[src/rtl/circ_addr_pkg.sv]
package circ_addr_pkg;
  typedef enum logic [1:0] {
    FLD_INDEX  = 2'd0,
    FLD_MODIFY = 2'd1,
    FLD_LENGTH = 2'd2,
    FLD_BASE   = 2'd3
  } field_e;
endpackage

[src/rtl/circ_wrap_unit.sv]
module circ_wrap_unit #(
  parameter int AW = 32
) (
  input  logic [AW-1:0] cur_idx,
  input  logic [AW-1:0] step,
  input  logic [AW-1:0] win_len,
  input  logic [AW-1:0] win_base,
  output logic [AW-1:0] nxt_idx
);
  localparam int EW = AW + 2;

  logic signed [EW-1:0] sum_x, lo_x, hi_x, len_x, fold_x;

  always_comb begin
    sum_x  = $signed({2'b00, cur_idx}) + $signed({{2{step[AW-1]}}, step});
    lo_x   = $signed({2'b00, win_base});
    len_x  = $signed({2'b00, win_len});
    hi_x   = lo_x + len_x;
    fold_x = sum_x;
    if (win_len != '0) begin
      if (sum_x >= hi_x)     fold_x = sum_x - len_x;
      else if (sum_x < lo_x) fold_x = sum_x + len_x;
    end
    nxt_idx = fold_x[AW-1:0];
  end
endmodule

[src/rtl/circ_reg_bank.sv]
module circ_reg_bank #(
  parameter int NSETS = 4,
  parameter int AW    = 32,
  parameter int SW    = (NSETS > 1) ? $clog2(NSETS) : 1
) (
  input  logic          clk,
  input  logic          rst,
  input  logic          wr_en,
  input  logic [SW-1:0] wr_set,
  input  logic [1:0]    wr_field,
  input  logic [AW-1:0] wr_data,
  input  logic          upd_a_en,
  input  logic [SW-1:0] upd_a_set,
  input  logic [AW-1:0] upd_a_val,
  input  logic          upd_b_en,
  input  logic [SW-1:0] upd_b_set,
  input  logic [AW-1:0] upd_b_val,
  output logic [AW-1:0] idx_q  [NSETS],
  output logic [AW-1:0] mod_q  [NSETS],
  output logic [AW-1:0] len_q  [NSETS],
  output logic [AW-1:0] base_q [NSETS]
);
  import circ_addr_pkg::*;

  field_e fld;
  assign fld = field_e'(wr_field);

  for (genvar g = 0; g < NSETS; g++) begin : g_set
    logic hit_a, hit_b, hit_w;
    assign hit_a = upd_a_en && (upd_a_set == SW'(g));
    assign hit_b = upd_b_en && (upd_b_set == SW'(g));
    assign hit_w = wr_en    && (wr_set    == SW'(g));

    always_ff @(posedge clk) begin
      if (rst) begin
        idx_q[g]  <= '0;
        mod_q[g]  <= '0;
        len_q[g]  <= '0;
        base_q[g] <= '0;
      end else begin
        // Lowest priority first: port B, then port A, then software write.
        if (hit_b && !hit_a) idx_q[g] <= upd_b_val;
        if (hit_a)           idx_q[g] <= upd_a_val;
        if (hit_w) begin
          case (fld)
            FLD_INDEX:  idx_q[g] <= wr_data;
            FLD_MODIFY: mod_q[g] <= wr_data;
            FLD_LENGTH: len_q[g] <= wr_data;
            FLD_BASE: begin
              base_q[g] <= wr_data;
              idx_q[g]  <= wr_data;
            end
            default: ;
          endcase
        end
      end
    end
  end
endmodule

[src/rtl/circ_port.sv]
module circ_port #(
  parameter int NSETS = 4,
  parameter int AW    = 32,
  parameter int SW    = (NSETS > 1) ? $clog2(NSETS) : 1
) (
  input  logic          clk,
  input  logic          rst,
  input  logic          req,
  input  logic [SW-1:0] sel,
  input  logic [AW-1:0] idx_q  [NSETS],
  input  logic [AW-1:0] mod_q  [NSETS],
  input  logic [AW-1:0] len_q  [NSETS],
  input  logic [AW-1:0] base_q [NSETS],
  output logic [AW-1:0] addr_q,
  output logic          valid_q,
  output logic          upd_en,
  output logic [SW-1:0] upd_set,
  output logic [AW-1:0] upd_val
);
  logic [AW-1:0] cur_idx, cur_mod, cur_len, cur_base;

  assign cur_idx  = idx_q[sel];
  assign cur_mod  = mod_q[sel];
  assign cur_len  = len_q[sel];
  assign cur_base = base_q[sel];

  circ_wrap_unit #(.AW(AW)) u_wrap (
    .cur_idx  (cur_idx),
    .step     (cur_mod),
    .win_len  (cur_len),
    .win_base (cur_base),
    .nxt_idx  (upd_val)
  );

  assign upd_en  = req;
  assign upd_set = sel;

  always_ff @(posedge clk) begin
    if (rst) begin
      addr_q  <= '0;
      valid_q <= 1'b0;
    end else begin
      valid_q <= req;
      if (req) addr_q <= cur_idx;
    end
  end
endmodule

[src/rtl/circ_addr_gen.sv]
module circ_addr_gen #(
  parameter int NSETS = 4,
  parameter int AW    = 32,
  parameter int SW    = (NSETS > 1) ? $clog2(NSETS) : 1
) (
  input  logic          clk,
  input  logic          rst,
  input  logic          wr_en,
  input  logic [SW-1:0] wr_set,
  input  logic [1:0]    wr_field,
  input  logic [AW-1:0] wr_data,
  input  logic          a_req,
  input  logic [SW-1:0] a_set,
  input  logic          b_req,
  input  logic [SW-1:0] b_set,
  output logic [AW-1:0] a_addr,
  output logic          a_valid,
  output logic [AW-1:0] b_addr,
  output logic          b_valid
);
  logic [AW-1:0] idx_q [NSETS];
  logic [AW-1:0] mod_q [NSETS];
  logic [AW-1:0] len_q [NSETS];
  logic [AW-1:0] base_q [NSETS];

  logic          ua_en, ub_en;
  logic [SW-1:0] ua_set, ub_set;
  logic [AW-1:0] ua_val, ub_val;

  circ_reg_bank #(.NSETS(NSETS), .AW(AW), .SW(SW)) u_bank (
    .clk       (clk),
    .rst       (rst),
    .wr_en     (wr_en),
    .wr_set    (wr_set),
    .wr_field  (wr_field),
    .wr_data   (wr_data),
    .upd_a_en  (ua_en),
    .upd_a_set (ua_set),
    .upd_a_val (ua_val),
    .upd_b_en  (ub_en),
    .upd_b_set (ub_set),
    .upd_b_val (ub_val),
    .idx_q     (idx_q),
    .mod_q     (mod_q),
    .len_q     (len_q),
    .base_q    (base_q)
  );

  circ_port #(.NSETS(NSETS), .AW(AW), .SW(SW)) u_port_a (
    .clk     (clk),
    .rst     (rst),
    .req     (a_req),
    .sel     (a_set),
    .idx_q   (idx_q),
    .mod_q   (mod_q),
    .len_q   (len_q),
    .base_q  (base_q),
    .addr_q  (a_addr),
    .valid_q (a_valid),
    .upd_en  (ua_en),
    .upd_set (ua_set),
    .upd_val (ua_val)
  );

  circ_port #(.NSETS(NSETS), .AW(AW), .SW(SW)) u_port_b (
    .clk     (clk),
    .rst     (rst),
    .req     (b_req),
    .sel     (b_set),
    .idx_q   (idx_q),
    .mod_q   (mod_q),
    .len_q   (len_q),
    .base_q  (base_q),
    .addr_q  (b_addr),
    .valid_q (b_valid),
    .upd_en  (ub_en),
    .upd_set (ub_set),
    .upd_val (ub_val)
  );
endmodule

[config.mk]
export PLATFORM = sky130hd
export DESIGN_NAME = circ_addr_gen
export DESIGN_NICKNAME = d
export VERILOG_FILES = /design/src/rtl/circ_addr_pkg.sv /design/src/rtl/circ_wrap_unit.sv /design/src/rtl/circ_reg_bank.sv /design/src/rtl/circ_port.sv /design/src/rtl/circ_addr_gen.sv
export SDC_FILE = /design/constraint.sdc
export NUM_CORES = 2
export LEC_CHECK = 0
export CORE_AREA = 10 10 397 399
export CTS_CLUSTER_DIAMETER = 50
export DETAILED_ROUTE_END_ITERATION = 8
export DIE_AREA = 0 0 407 409
export PLACE_DENSITY_LB_ADDON = 0.25
export RECOVER_POWER = 50
export SETUP_SLACK_MARGIN = 0.3
export SLEW_MARGIN = 15
export SYNTH_ARGS = -nofsm -noshare
export SYNTH_HDL_FRONTEND = slang
export SYNTH_SLANG_ARGS = --single-unit
export TNS_END_PERCENT = 20
[constraint.sdc]
create_clock -name clk -period 18.7 [get_ports clk]
set_input_delay 1.87 -clock clk [delete_from_list [all_inputs] [get_ports clk]]
set_output_delay 1.87 -clock clk [all_outputs]
set_load 0.1 [all_outputs]
* After elaboration in Yosys (flattened, before gate mapping) *
Cells that the tools add are included.
Widths: inputs -> output; s select.

word-level totals
  memory bits (read-only) = 0
  output and inout port bits = 66
  latch bits = 0
  word-level logic and storage cells = 133
  memories kept = 0
  input bits = 45
  bits in registers = 578
  RAM bits = 0

cells by class
  bitwise logic cells = 2
  eq/ne operators = 12
  reductions and logical operators = 39
  $add $sub $neg = 8
  shift operators = 0
  muxes and demuxes = 46
  magnitude comparators = 6
  multiply operators = 0
  div/mod/pow operators = 0

operator list
  kind                number
  $mux 32             38
  $bmux 32 s2         8
  $add 33x32->34      2
  $ge 34x34->1        2
  $lt 34x33->1        2
  $add 32x32->33      2
  $add 32x32->32      2
  $reduce_bool 32->1  2
  $sub 32x32->32      2
  $reduce_and 2->1    12
  $eq 2x2->1 const B  8
  $logic_and 1x1->1   16
  $eq 2x1->1 const B  4
  $logic_not 2->1     4
  $ge 3x3->1 const B  2
  $not 2->3           2
  $logic_not 1->1     4
  $reduce_or 2->1     1

* Logic depth before layout (Yosys ltp) *
  depth after elaboration = 13
  mapped depth = 38

* Modules after synthesis *
Synthesis repeated with hierarchy kept, for this count alone.

unflattened totals
  cells, all modules = 5,647
  area, all modules = 47,775.8 um^2

by module, submodules not included
  module                            area each (um^2)  cells an instance  times used
  circ_reg_bank                     21,067.7          2,595              1
  circ_port                         4,879.7           341                2
  circ_wrap_unit (u_port_a.u_wrap)  8,550.7           1,193              1
  circ_wrap_unit (u_port_b.u_wrap)  8,398.1           1,177              1

* Worst setup path after synthesis *
No wires, ideal clock.

  path type = input to register
  start point = input b_set[0]
  end point = register u_bank.idx_q[13] in the netlist's numbering
  arrival = 9.871 ns
  stages = 35
  path slack = 8.714 ns
  path through = buf_2 > buf_2 > clkbuf_1 > clkbuf_1 > buf_1 > mux4_2 > ha_1 > and4_1 > and2_0 > o21ai_0 > a211o_1 > a21oi_1 > o41ai_1 > a21oi_1 > o21ai_0 > a21oi_1 > o21ai_0 > nand2b_1 > a21o_1 > a21oi_1 > xor2_1 > ha_1 > a21o_1 > a21oi_1 > or4bb_1 > a31o_2 > a21oi_1 > and4_1 > buf_6 > o211a_1 > nand2_1 > or4_1 > a32oi_1 > a221oi_1 > and2_1

between the ends
  cells in the longest elaborated chain, start to end = 13
  elaborated cells between the ends (all ways) = 30
  classes of those cells = add/sub: 4; order compare: 2; eq/ne: 1; mux: 19; bitwise: 1; reduce/logical: 3

ends and longest elaborated chain
  item                                             line                              source
  start: declaration                               circ_addr_gen.sv:15               input logic [SW-1:0] b_set,
  $not 2->3 (implied by the code)                  -
  $bmux 32 s2, on equally long branches            circ_port.sv:22, circ_port.sv:23
  $mux 32, on equally long branches (2 in series)  circ_port.sv:22, circ_port.sv:23
  $add 33x32->34                                   circ_wrap_unit.sv:15              sum_x = $signed({2'b00, cur_idx}) + $signed({{2{step[AW-1]}}, step});
  $add 32x32->32 or $lt 34x33->1 (tied branches)   circ_wrap_unit.sv:22              else if (sum_x < lo_x) fold_x = sum_x + len_x;
  $mux 32                                          circ_wrap_unit.sv:22
  $mux 32                                          circ_wrap_unit.sv:21              if (sum_x >= hi_x) fold_x = sum_x - len_x;
  $mux 32                                          circ_wrap_unit.sv:20              if (win_len != '0) begin
  $mux 32 *                                        circ_reg_bank.sv:42               if (hit_b && !hit_a) idx_q[g] <= upd_b_val;
  $mux 32 *                                        circ_reg_bank.sv:43               if (hit_a) idx_q[g] <= upd_a_val;
  $mux 32                                          circ_reg_bank.sv:45               case (fld)
  $mux 32 *                                        circ_reg_bank.sv:44               if (hit_w) begin
  end signal: indexed assignment                   circ_reg_bank.sv:42
  end signal: indexed assignment                   circ_reg_bank.sv:43
  end signal: indexed assignment                   circ_reg_bank.sv:46               FLD_INDEX: idx_q[g] <= wr_data;
  end: declaration                                 circ_reg_bank.sv:18               output logic [AW-1:0] idx_q [NSETS],

Mark *: on every way between the ends. The rest lies on a longest branch, timed or not. The select of a mux whose other input is x is not followed.
A chain may end at the register's enable or synchronous reset.

* Worst setup path after layout *
  start point = input rst
  end point = register u_bank.len_q[110] in the netlist's numbering

RTL lines
  item                            line                 source
  start: declaration              circ_addr_gen.sv:7   input logic rst,
  end signal: indexed assignment  circ_reg_bank.sv:48  FLD_LENGTH: len_q[g] <= wr_data;
  end: declaration                circ_reg_bank.sv:20  output logic [AW-1:0] len_q [NSETS],

No word-level cell between the ends.

==> results list <==
- Number of DRC markers in iteration 0: about 4300
* Result of the run: finished with violations
- 111 I/O pins were placed.
- The startpoint identified for the worst hold timing path is u_bank.base_q[19].
- Data arrives at the worst endpoint at 15180 ps.
- The initial antenna violation count was 1.
- Counting along the longest clock path gives a buffer depth of 3.
- Counting flops with an async set or reset pin after synthesis yields a share of 0.
* P per Cell Area: roughly 92 mW/mm^2
- Summing all multi-input logic gate instances after layout gives just over 0.03 mm^2.
- Number of distinct library cells after synthesis: 101
- Pre-CTS setup slack: between 6000 and 7000 ps
- Ratio of cells with drive above 1 in the final layout: 0.112
- Number of flops mapped to enable cells by yosys: 0
- DP Cell Count: between 7000 and 8000
* Final max-slew violation count: 380
- Complex-gate fraction of the synthesized area: 0.230
* Hold buffers post-CTS: 0
* Die height: 409 um
- At the end of routability-driven placement, the weighted congestion stood at between 0.9 and 1.
- Core footprint: about 0.15 mm^2
- Post-Syn Nets: approximately 5900
* GRT Util Overall: 0.221
- On the final layout, the worst clock skew is around 49 ps.
* Fill cell total of the finished layout: 15600
- Length in cells of the worst reg-to-reg path: 29
* Worst skew pair latency: around 740 ps
- In this design, the critical path's most frequently occurring cell is sky130_fd_sc_hd__clkbuf_1.
- Startpoint-to-endpoint class of the critical path: input port to register
- Static leakage: between 15 and 20 nW
- Portion of synthesized cell area occupied by the leading cell type: 0.260
- Die Area: 0.166 mm^2
* Count of state elements after synthesis: just under 600
- Hold endpoint: u_bank.base_q[19]
- Critical register-to-register path startpoint: u_bank.len_q[8]
- In the post-synthesis netlist, the biggest area contributors are sky130_fd_sc_hd__dfxtp_1 26%, sky130_fd_sc_hd__mux4_2 13%, sky130_fd_sc_hd__ha_1 11%.
- For this run, the slowest stage of the critical path takes between 5000 and 6000 ps.
* Endpoints failing setup: 0
- Ratio of final minimum period to clock period: 0.782
* Count of unresolved DRC violations after routing: 0
* Crit-path cells: clkbuf_1, clkbuf_1, clkbuf_1, buf_4, buf_4, a21oi_1
- The worst setup path is launched from an input port.
- Across the run, the number of max-cap violations was 4.
* Least-Margin Pin Slew: a little over 8000 ps
- Fraction of power consumed by the clock network: 0.366
- Layout-stage area growth over the synthesis result: 13.7%
- Global route total overflow: 0
* Vias per Instance: 5.74
- After detailed routing, the average wire length per cell comes to between 20 and 30 um.
* Achievable clock frequency: about 68 MHz
- In this run the power spent charging and discharging nets is approximately 0.0018 W.
- Setup slack closes at slightly above 4000 ps.
- In this run the number of H-tree levels came out at 3.
- Final number of hold-violating endpoints: 0
- Shortest clock period the worst path allows after layout: approximately 15000 ps
* Core Rows: about 140
* Critical path buffers and inverters: 5
- Setup crit end kind: register
* Cell internal power dissipation: between 0.002 and 0.003 W
- Summed over all layers, the routed wires come to between 150 and 200 mm.
* Register Area: ~0.012 mm^2
- In this run the remaining antenna-violating nets after routing total 0.
- Of the total power, registers draw 0.283.
- Largest net degree at the start of global routing: between 150 and 200
* Number of warnings reported in the yosys synthesis log: 0
- The count of cells in the finished layout, fillers not included, comes to between 7000 and 8000.
- Via count: approximately 43000
* Clk pin slew, worst setup/hold paths: around 60 ps
- Cell type contributing the most total cell area after synthesis: sky130_fd_sc_hd__dfxtp_1
* Number of cells on the worst hold path: 2
* Area fraction in and, or, nand and nor cells after synthesis: 0.177
- Gates resized, CTS repair: 0
* Initial DRT Pass Iterations: 6
- In the final design database the tool counted a little under 6000 nets.
- Post-synthesis sequential area ratio: 0.260
* Most common library cells after synthesis: 924 x sky130_fd_sc_hd__nand2_1, 726 x sky130_fd_sc_hd__a21oi_1, 578 x sky130_fd_sc_hd__dfxtp_1
* Synthesized-area fraction occupied by adder cells: 0.111
- Initial standard-cell utilization of the core: 0.298
- After synthesis, the share of cell area in mux cells is 0.144.
- Vias in the first global route: about 40000
- Buffers inserted during clock tree synthesis total 86.
- Most frequent cell after synthesis: sky130_fd_sc_hd__nand2_1
- Library cell used as clock root buffer: sky130_fd_sc_hd__clkbuf_16
- The worst-case IR drop observed on VDD is approximately 60 uV.
- At the worst endpoint, the required time is about 19000 ps.
- Counting every instance in the synthesized netlist gives approximately 5500.
- Path category of the worst min-delay check: register to register
- By area, the combinational part of the netlist is dominated by compound AO/OA/AOI/OAI gates.
* Fraction of power spent switching nets: 0.394
* Post-detail-place hpwl: around 140 mm
- Average footprint of a synthesized cell: 8.17 um^2
- RSZ-0062 raised after global routing: false
- Maximum fanout count along the critical path: between 150 and 200
* Failing checks: capacitance limit, slew limit
- Measured against its own limit, the worst slew margin works out to -4.47.
* Worst R2R End: u_bank.idx_q[61]
- Of the total synthesized cell area, the portion taken by XOR and XNOR cells is 0.0277.
- The largest individual stage delay along the critical path comes from the cell sky130_fd_sc_hd__clkbuf_1.
* Post-CTS setup-driven buffer insertion count: 0
* Cell family with most CP delay: buffers and inverters
* Dominant synthesized flop cell: sky130_fd_sc_hd__dfxtp_1
- The first global-routing pass estimated around 280 mm of wire.
- Width of the chip: between 400 and 500 um
* Setup slack on the worst flop-to-flop path: between 9000 and 10000 ps
- TritonCTS built the clock tree.
- Share of power burned in combinational logic: 0.351
- Total negative slack: 0 ps
* Cell area after synthesis: about 0.045 mm^2
* Count of buffers inserted at the top-level ports: 110
* Number of sinks driven by the clock tree: between 500 and 600
power by group through the flow:
stage / clock (W) / sequential [W] / combinational, W
floorplan: 0 / 0.00139 / 0.00101
global placement: 0 / 0.00135 / 0.00159
detailed placement: 0 / 0.00135 / 0.00160
CTS: 0.00173 / 0.00132 / 0.00161
global route: 0.00178 / 0.00133 / 0.00175
finish: 0.00171 / 0.00132 / 0.00164
worst max-delay path by stage:
stage / startpoint / end / slack [ps] / cells after the start
3_5_place_dp: b_set[1] / u_bank.idx_q[93] / 6900 / 32
4_1_cts: b_set[1] / u_bank.idx_q[61] / 7680 / 32
2_1_floorplan: b_set[0] / u_bank.idx_q[13] / 8710 / 35
6_report: rst / u_bank.len_q[110] / 4070 / 6
3_3_place_gp: b_set[1] / u_bank.idx_q[125] / 7010 / 32
5_1_grt: rst / u_bank.len_q[85] / 3660 / 6
placed cells by master (no fill, tap or decap), drive strengths merged, types with 67 or more instances in the layout:
| cell type | count |
|---|---|
| inv | 245 |
| nor2 | 385 |
| nand2 | 924 |
| a21o | 126 |
| mux2i | 67 |
| a211oi | 94 |
| ha | 380 |
| nor3 | 114 |
| dfxtp | 578 |
| a21oi | 728 |
| buf | 117 |
| xnor2 | 90 |
| clkbuf | 103 |
| o21ai | 236 |
| mux4 | 255 |
| nand3 | 76 |
stage by stage:
step	utilization	total power (W)	hold WS (ps)	cell area, um^2
detailed placement	0.319	0.00294	456	47700
finish	0.339	0.00467	462	50700
global route	0.339	0.00485	481	50700
global placement	0.319	0.00294	448	47700
floorplan	-	0.00240	443	44600
CTS	0.339	0.00466	465	50700
cell families (layout without fill, tap and decap cells):
family          Yosys count  after routing
other cells               0              1
simple gates           1799           1799
xor+xnor                139            139
buf+inv                 598            606
compound gates         1629           1629
mux                     323            323
flops                   578            578
fa+ha+maj               389            389
cell type report:
| type | instances | area share |
|---|---|---|
| Multi-Input combinational cell | 4279 | 0.608 |
| Sequential cell | 578 | 0.228 |
| Tap cell | 2016 | 0.0498 |
| Clock buffer | 99 | 0.0453 |
| Timing Repair Buffer | 224 | 0.0386 |
| Inverter | 226 | 0.0167 |
| Clock inverter | 57 | 0.0133 |
| Antenna cell | 1 | 0.0000494 |
worst min-delay path, cell delays in order (launching register included):
cell and delay [ps]:
sky130_fd_sc_hd__dfxtp_1 310, sky130_fd_sc_hd__nand2_1 50, sky130_fd_sc_hd__a21oi_1 50
layer usage:
layer	track usage	share of wire	wire, um
met3	0.0408	0.075	14300
met4	0.0971	0.050	9500
met1	0.296	0.43	82400
met2	0.344	0.44	84600
met5	0	0.000052	10
state kept, by name (all words and copies together) (netlist names):
name	flops
u_bank.base_q	128
u_bank.idx_q	128
u_bank.len_q	128
u_bank.mod_q	128
u_port_a.addr_q	32
u_port_a.valid_q	1
u_port_b.addr_q	32
u_port_b.valid_q	1
Power figures use the tool's default switching activity.
